==> config.mk <==
export PLATFORM = sky130hd
export DESIGN_NAME = ext_irq_detect
export DESIGN_NICKNAME = d
export VERILOG_FILES = /design/src/rtl/ext_irq_pkg.sv /design/src/rtl/irq_sync.sv /design/src/rtl/irq_chan_det.sv /design/src/rtl/irq_regs.sv /design/src/rtl/ext_irq_detect.sv
export SDC_FILE = /design/constraint.sdc
export NUM_CORES = 1
export LEC_CHECK = 0
export ABC_AREA = 1
export CAP_MARGIN = 15
export CORE_MARGIN = 2
export CORE_UTILIZATION = 40
export CTS_CLUSTER_DIAMETER = 120
export CTS_CLUSTER_SIZE = 16
export DETAILED_ROUTE_END_ITERATION = 10
export GPL_TIMING_DRIVEN = 0
export SYNTH_ARGS = -nofsm -noshare
export SYNTH_HDL_FRONTEND = slang
export SYNTH_SLANG_ARGS = --single-unit
==> constraint.sdc <==
create_clock -name clk -period 1.46 [get_ports clk]
set_clock_uncertainty 0.15 [all_clocks]
set_input_delay 0.292 -clock clk [delete_from_list [all_inputs] [get_ports clk]]
set_output_delay 0.292 -clock clk [all_outputs]
set_load 0.02 [all_outputs]
==> src/rtl/ext_irq_pkg.sv <==
package ext_irq_pkg;
  typedef enum logic [1:0] {
    SENSE_LOW  = 2'b00,
    SENSE_FALL = 2'b01,
    SENSE_RISE = 2'b10,
    SENSE_BOTH = 2'b11
  } sense_e;

  localparam int REG_AW = 2;
  localparam logic [REG_AW-1:0] REG_INEN  = 2'd0;
  localparam logic [REG_AW-1:0] REG_SENSE = 2'd1;
  localparam logic [REG_AW-1:0] REG_REQEN = 2'd2;
  localparam logic [REG_AW-1:0] REG_FLAG  = 2'd3;
endpackage

==> src/rtl/irq_sync.sv <==
module irq_sync #(
  parameter int N_CH   = 16,
  parameter int STAGES = 2
) (
  input  logic            clk,
  input  logic            rst,
  input  logic [N_CH-1:0] pin_i,
  output logic [N_CH-1:0] sync_o
);
  logic [N_CH-1:0] stg [STAGES];

  always_ff @(posedge clk) begin
    if (rst) stg[0] <= '1;
    else     stg[0] <= pin_i;
  end

  for (genvar s = 1; s < STAGES; s++) begin : g_stage
    always_ff @(posedge clk) begin
      if (rst) stg[s] <= '1;
      else     stg[s] <= stg[s-1];
    end
  end

  assign sync_o = stg[STAGES-1];
endmodule

==> src/rtl/irq_chan_det.sv <==
module irq_chan_det
  import ext_irq_pkg::*;
(
  input  logic       clk,
  input  logic       rst,
  input  logic       level_i,
  input  logic       in_en_i,
  input  logic [1:0] sense_i,
  input  logic       clr_i,
  output logic       flag_o
);
  logic prev_q;
  logic fell, rose, hit;

  always_ff @(posedge clk) begin
    if (rst) prev_q <= 1'b1;
    else     prev_q <= level_i;
  end

  assign fell = prev_q & ~level_i;
  assign rose = ~prev_q & level_i;

  always_comb begin
    unique case (sense_e'(sense_i))
      SENSE_LOW:  hit = ~level_i;
      SENSE_FALL: hit = fell;
      SENSE_RISE: hit = rose;
      SENSE_BOTH: hit = fell | rose;
      default:    hit = 1'b0;
    endcase
  end

  // set dominates clear
  always_ff @(posedge clk) begin
    if (rst)                  flag_o <= 1'b0;
    else if (hit && in_en_i)  flag_o <= 1'b1;
    else if (clr_i)           flag_o <= 1'b0;
  end

  AST_GATED_OFF: assert property (@(posedge clk) disable iff (rst)
    (!in_en_i && !flag_o) |=> !flag_o);
  AST_LEVEL_SET: assert property (@(posedge clk) disable iff (rst)
    (in_en_i && sense_i == 2'b00 && !level_i) |=> flag_o);
  AST_FLAG_HOLD: assert property (@(posedge clk) disable iff (rst)
    (flag_o && !clr_i) |=> flag_o);
endmodule

==> src/rtl/irq_regs.sv <==
module irq_regs
  import ext_irq_pkg::*;
#(
  parameter int N_CH = 16,
  localparam int DW  = 2 * N_CH
) (
  input  logic              clk,
  input  logic              rst,
  input  logic              wr_en,
  input  logic [REG_AW-1:0] addr,
  input  logic [DW-1:0]     wdata,
  input  logic [N_CH-1:0]   flags_i,
  output logic [N_CH-1:0]   in_en_o,
  output logic [DW-1:0]     sense_o,
  output logic [N_CH-1:0]   req_en_o,
  output logic [N_CH-1:0]   clr_o,
  output logic [DW-1:0]     rdata_o
);
  always_ff @(posedge clk) begin
    if (rst) begin
      in_en_o  <= '0;
      sense_o  <= '0;
      req_en_o <= '0;
    end else if (wr_en) begin
      case (addr)
        REG_INEN:  in_en_o  <= wdata[N_CH-1:0];
        REG_SENSE: sense_o  <= wdata;
        REG_REQEN: req_en_o <= wdata[N_CH-1:0];
        default: ;
      endcase
    end
  end

  assign clr_o = (wr_en && addr == REG_FLAG) ? wdata[N_CH-1:0] : '0;

  always_ff @(posedge clk) begin
    if (rst) rdata_o <= '0;
    else begin
      case (addr)
        REG_INEN:  rdata_o <= DW'(in_en_o);
        REG_SENSE: rdata_o <= sense_o;
        REG_REQEN: rdata_o <= DW'(req_en_o);
        default:   rdata_o <= DW'(flags_i);
      endcase
    end
  end
endmodule

==> src/rtl/ext_irq_detect.sv <==
module ext_irq_detect
  import ext_irq_pkg::*;
#(
  parameter int N_CH        = 16,
  parameter int SYNC_STAGES = 2,
  localparam int DW         = 2 * N_CH
) (
  input  logic              clk,
  input  logic              rst,
  input  logic [N_CH-1:0]   irq_pin,
  input  logic              wr_en,
  input  logic [REG_AW-1:0] addr,
  input  logic [DW-1:0]     wdata,
  output logic [DW-1:0]     rdata,
  output logic [N_CH-1:0]   irq_vec,
  output logic              irq_any
);
  logic [N_CH-1:0] pin_s, in_en, req_en, clr, flags;
  logic [DW-1:0]   sense;

  irq_sync #(.N_CH(N_CH), .STAGES(SYNC_STAGES)) u_sync (
    .clk(clk), .rst(rst), .pin_i(irq_pin), .sync_o(pin_s)
  );

  irq_regs #(.N_CH(N_CH)) u_regs (
    .clk(clk), .rst(rst), .wr_en(wr_en), .addr(addr), .wdata(wdata),
    .flags_i(flags), .in_en_o(in_en), .sense_o(sense), .req_en_o(req_en),
    .clr_o(clr), .rdata_o(rdata)
  );

  for (genvar i = 0; i < N_CH; i++) begin : g_ch
    irq_chan_det u_det (
      .clk(clk), .rst(rst), .level_i(pin_s[i]), .in_en_i(in_en[i]),
      .sense_i(sense[2*i +: 2]), .clr_i(clr[i]), .flag_o(flags[i])
    );
  end

  always_ff @(posedge clk) begin
    if (rst) begin
      irq_vec <= '0;
      irq_any <= 1'b0;
    end else begin
      irq_vec <= flags & req_en;
      irq_any <= |(flags & req_en);
    end
  end

  AST_REQ_GATED: assert property (@(posedge clk) disable iff (rst)
    ((irq_vec & ~$past(req_en)) == '0));
  AST_ANY_MATCH: assert property (@(posedge clk) disable iff (rst)
    (irq_any == (|irq_vec)));
endmodule

Word level (Yosys, flattened, before mapping)
Memory sizes are Yosys's and may differ from the RTL's.
Cells that the tools add are included.
{"block": "classes", "add_sub_neg": 0, "mul": 0, "n_div": 0, "n_lt_le_gt_ge": 0, "n_eq_ne": 51, "n_shift": 0, "mux": 55, "n_bitwise": 83, "n_reduce_logical": 54}
{"operator": "one-hot mux 32 bit (3 select lines)", "count": 1}
{"operator": "equality test 2 bit (second input constant)", "count": 34}
{"operator": "one-hot mux 1 bit (4 select lines)", "count": 16}
{"operator": "two-way mux 16 bit", "count": 3}
{"operator": "two-way mux 1 bit", "count": 35}
{"operator": "equality test 2 x 1 -> 1 bit (second input constant)", "count": 17}
{"operator": "zero test 2 bit", "count": 17}
{"operator": "bitwise AND 1 bit", "count": 32}
{"operator": "inverter 1 bit", "count": 32}
{"operator": "nonzero test 2 bit", "count": 16}
{"operator": "OR 1 bit", "count": 18}
{"operator": "logical AND 1 bit", "count": 17}
{"operator": "bitwise AND 16 bit", "count": 1}
{"operator": "OR reduction 16 bit", "count": 1}
{"operator": "AND reduction 2 bit", "count": 3}
{"block": "word_totals", "regBits": 145, "latch_bits": 0, "ram_bits": 32, "mem_bits_ro": 0, "inputBits": 53, "output_inout_bits": 49, "wordCells": 282, "mem_count": 1}
{"name": "u_sync.stg", "depth": 2, "width": 16, "read_ports": 2, "rd_clocked_by_memory_dff": 0, "write_ports": 2, "line": "irq_sync.sv:10", "rtl": "logic [N_CH-1:0] stg [STAGES];"}

Longest topological paths before layout
{"block": "logic_depth", "ltp_word": 6, "depth_mapped": 8}

Hierarchy
A second synthesis with hierarchy kept.
{"block": "hier_totals", "hier_cells": 1084, "hier_area_um2": 7726.2}
{"module": "irq_regs", "n_inst": 1, "cells_per_inst": 565, "area_each_um2": 3977.6, "seq_area_each_um2": 1921.8}
{"module": "irq_chan_det", "n_inst": 16, "cells_per_inst": 22, "area_each_um2": 142.6, "seq_area_each_um2": 40.0}
{"module": "irq_sync", "n_inst": 1, "cells_per_inst": 100, "area_each_um2": 923.4, "seq_area_each_um2": 640.6}
{"module": "ext_irq_detect", "n_inst": 1, "cells_per_inst": 67, "area_each_um2": 543.0, "seq_area_each_um2": 340.3}

Worst setup path after synthesis
No wires, ideal clock.
{"block": "synth_path", "path_type": "input-to-reg", "startpoint": "input addr[1]", "endpoint": "register u_regs.req_en_o[5]", "setup_ns": 0.132, "arrival_time_ns": 0.982, "required_time_ns": 1.178, "path_slack_ns": 0.196, "cell_stages": 7, "path_buffers": 2, "cell_sequence": "buf_6 > inv_2 > nor2_4 > nand2_2 > buf_2 > nand2_1 > a21oi_1"}
{"block": "synth_between", "elab_chain_cells": 2}
{"element": "start: declaration", "line": "ext_irq_detect.sv:12", "rtl": "input logic [REG_AW-1:0] addr,"}
{"element": "equality test 2 bit", "line": "irq_regs.sv:25", "rtl": "case (addr)"}
{"element": "AND reduction 2 bit (no line)"}
{"element": "end signal: assignment", "line": "irq_regs.sv:28", "rtl": "REG_REQEN: req_en_o <= wdata[N_CH-1:0];"}
{"element": "end: declaration", "line": "irq_regs.sv:15", "rtl": "output logic [N_CH-1:0] req_en_o,"}
No other way between the ends.
A chain may end at the register's enable or synchronous reset.

Worst setup path in the final report
{"block": "layout_path", "startpoint": "register irq_vec[0]", "endpoint": "output irq_vec[0]"}
{"element": "start: declaration", "line": "ext_irq_detect.sv:15", "rtl": "output logic [N_CH-1:0] irq_vec,"}
{"element": "start signal: assignment", "line": "ext_irq_detect.sv:43", "rtl": "irq_vec <= flags & req_en;"}
No word-level cell between the ends.

==> results.md <==
* WP data arrival at 990 ps
* CP Cell Sequence: clkdlybuf4s15_2
* Largest net degree at the start of global routing at 17
* Syn Area/Cell at 7.78 µm²
* Power Total at 0.0105 W
* Slowest-stage cell, CP: dfxtp_1
* Postcts setup bufs at 0
* Worst slew pin tran at 656 ps
* Routability cong. at 0.881
* RSZ-0062 raised after global routing: no
* Die height at 137 µm
* Final TNS setup at 0 ps
* Worst reg2reg endpoint: g_ch[12].u_det.flag_o$_SDFFE_PP0P_
* Clock Power Share at 43.0%
* Vias in the first global route at 5844
* Syn Inst Count at 911
* Hold Crit Class: primary input to register
* Sequential element share of the synthesized area at 50.0%
* IO Pins at 102
* Die area at 18800 µm²
* Yosys warns at 0
* Vias per Instance at 4.85
* CP endpoint kind: output pin
* HP Start: addr[1]
* Setup violators final at 0
* Cell total after placement at 1234
* Startpoint Class: register
* Layout Cells excl Fill at 1266
* Pre-antenna DRT Iters at 5
* CTS tree: yes
* Sw Ratio at 24.3%
* Yosys cell types at 23
* Core area at 17300 µm²
* Register-to-Register Path Depth at 7
* Slew Limit Fails at 0
* Clock transition at the registers of the reported paths at 70 ps
* Maximum fanout along the worst path at 1
* Hold endpoint: u_regs.rdata_o[6]$_SDFF_PP0_
* Antenna cells at 0
* Die width at 137 µm
* Syn-to-layout area delta at 23.9%
* Worst vdd rail ir drop at 0.000834 V
* Final Cycle Share at 97.9%
* Final WS setup at 30.5 ps
* Clock latency on the worst-skew pair at 430 ps
* Total track usage at 21.0%
* Buffers added on ports at 98
* Std cell rows at 48
* Via count at 6138
* Flops & latches, synth at 177
* Post-route ant nets at 0
* Max_slew headroom at 56.3%
* Pwr dens at 1200 nW/µm²
* R2R Setup Slk at 120 ps
* Delay-heaviest family, CP: flip-flops
* Worst Path Buf+Inv at 1
* Final HPWL DP at 13800 µm
* Static Leak at 4.09 nW
* CP Class: register to output pin
* Sequential share of power at 48.3%
* H-tree Lvls at 4
* Comb pwr share at 8.7%
* Synthesized area at 7090 µm²
* Layout Nets at 1113
* Critical path required time at 1020 ps
* Fmax achieved at 700 MHz
* Slowest stage delay, CP at 310 ps
* CTS buffer count at 17
* First-pass GRT wire length at 29700 µm
* Initial antenna violation count at 0
* Period minus WS final at 1430 ps
* Share of cells above drive strength 1 at 14.3%
* DRC at 0
* Total Routed Length at 18700 µm
* Hold path cells at 4
* Initial Utilization at 41.0%
* Status: completed
* Clk root buf: clkbuf_16
* P_int at 0.00799 W
* Global-route congestion overflow total at 0
* Initial drt markers at 383
* Psw at 0.00256 W
* Reg-to-reg startpoint: g_ch[12].u_det.prev_q$_SDFF_PP1_
* DR WL/cell at 14.7 µm
* Syn nets at 996
* Pre-CTS WS at -513 ps
* Worst-case clock buffer depth at 2
* Max-cap viol count at 0
* Hold Vio Cnt, Final at 0
* CTS Sinks at 177
==> synth_stat cells <==
master / instances / area [µm²]
nand2_1: 233 / 875
dfxtp_1: 177 / 3540
inv_1: 119 / 447
a21oi_1: 70 / 350
nand3_1: 62 / 310
o21ai_0: 47 / 235
nor2_1: 42 / 158
ha_1: 32 / 400
or2_2: 32 / 200
clkbuf_1: 18 / 67.6
nor3_1: 16 / 80.1
buf_2: 14 / 70.1
nand4_1: 12 / 75.1
o21ai_1: 11 / 55.1
buf_4: 5 / 37.5
buf_6: 5 / 56.3
inv_2: 4 / 15.0
o211ai_1: 4 / 30.0
nand2_2: 3 / 18.8
nor2_8: 2 / 40.0
clkinv_1: 1 / 3.75
nand2_4: 1 / 11.3
nor2_4: 1 / 11.3
==> worst min-delay path, delay by kind of cell <==
family          cells  cell delay, ps
compound gates      1             100
buf+inv             2             190
simple gates        1             120
==> flip-flops by register name, summed over array words and instances, names as in the netlist <==
| name | cells |
|---|---|
| u_regs.sense_o | 32 |
| u_regs.rdata_o | 32 |
| irq_any | 1 |
| g_ch.u_det.prev_q | 16 |
| u_sync.stg | 32 |
| g_ch.u_det.flag_o | 16 |
| u_regs.req_en_o | 16 |
| u_regs.in_en_o | 16 |
| irq_vec | 16 |
==> final cells by class <==
type	count	area, µm²
fill	1755	8510
sequential	177	3540
multi-input combinational	568	2850
timing repair buffer	98	813
inverter	124	465
clock buffer	21	460
tap	225	282
buffer	42	241
clock inverter	11	129
==> stage by stage <==
step           util (%)  hold slack (ps)  cell area, µm²
6_report           50.8              151            8790
5_1_grt            50.8              166            8790
4_1_cts            51.8              136            8960
3_5_place_dp       48.3              244            8350
3_3_place_gp       48.3              241            8350
2_1_floorplan         -              239            7090
==> cell usage in the layout (no fill, tap or decap), drive strengths merged, types with 32 or more instances in the layout <==
master and count:
nand2 237, dfxtp 177, inv 125, a21oi 70
nand3 62, buf 60, o21ai 58, clkdlybuf4s50 48
nor2 45, clkbuf 40, or2 32, ha 32
==> layer usage <==
layer | track usage [%] | routed length (µm)
met1 | 26.8 | 8290
met3 | 4.56 | 1120
met2 | 34.2 | 8690
met5 | 0 | 0
met4 | 9.05 | 564
==> how the worst max path moves through the flow <==
stage / slack (ps) / to / cells after the start / from
after floorplan: 200 / u_regs.req_en_o[5]$_SDFFE_PP0P_ / 7 / addr[1]
after global placement: -510 / u_regs.req_en_o[12]$_SDFFE_PP0P_ / 6 / wr_en
after detailed placement: -510 / u_regs.req_en_o[6]$_SDFFE_PP0P_ / 6 / wr_en
after CTS: 1 / rdata[22] / 1 / u_regs.rdata_o[22]$_SDFF_PP0_
after global routing: 0.06 / rdata[0] / 1 / u_regs.rdata_o[0]$_SDFF_PP0_
final: 30 / irq_vec[0] / 1 / irq_vec[0]$_SDFF_PP0_
==> cell families after synthesis <==
group                    count (synthesis)  share of synthesized area (%)
adder cells (fa/ha/maj)                 32                           5.65
AND/OR/NAND/NOR                        404                           25.1
AO/OA/AOI/OAI                          132                           9.46
flip-flops                             177                           50.0
buffers and inverters                  166                           9.83
==> power by group through the flow <==
stage | Clock, W | Combinational (W) | Sequential (W)
CTS | 0.00460 | 0.000928 | 0.00510
detailed placement | 0 | 0.000931 | 0.00520
finish | 0.00453 | 0.000918 | 0.00510
global placement | 0 | 0.000922 | 0.00520
global route | 0.00480 | 0.00103 | 0.00512
floorplan | 0 | 0.000508 | 0.00520
==> timing repair <==
action,4_1_cts,5_1_grt
hold buffers,0,0
resized for setup,158,33
endpoints found under the setup margin,66,52
endpoints found under the hold margin,0,0
No activity file was read; power rests on OpenSTA's default activity.
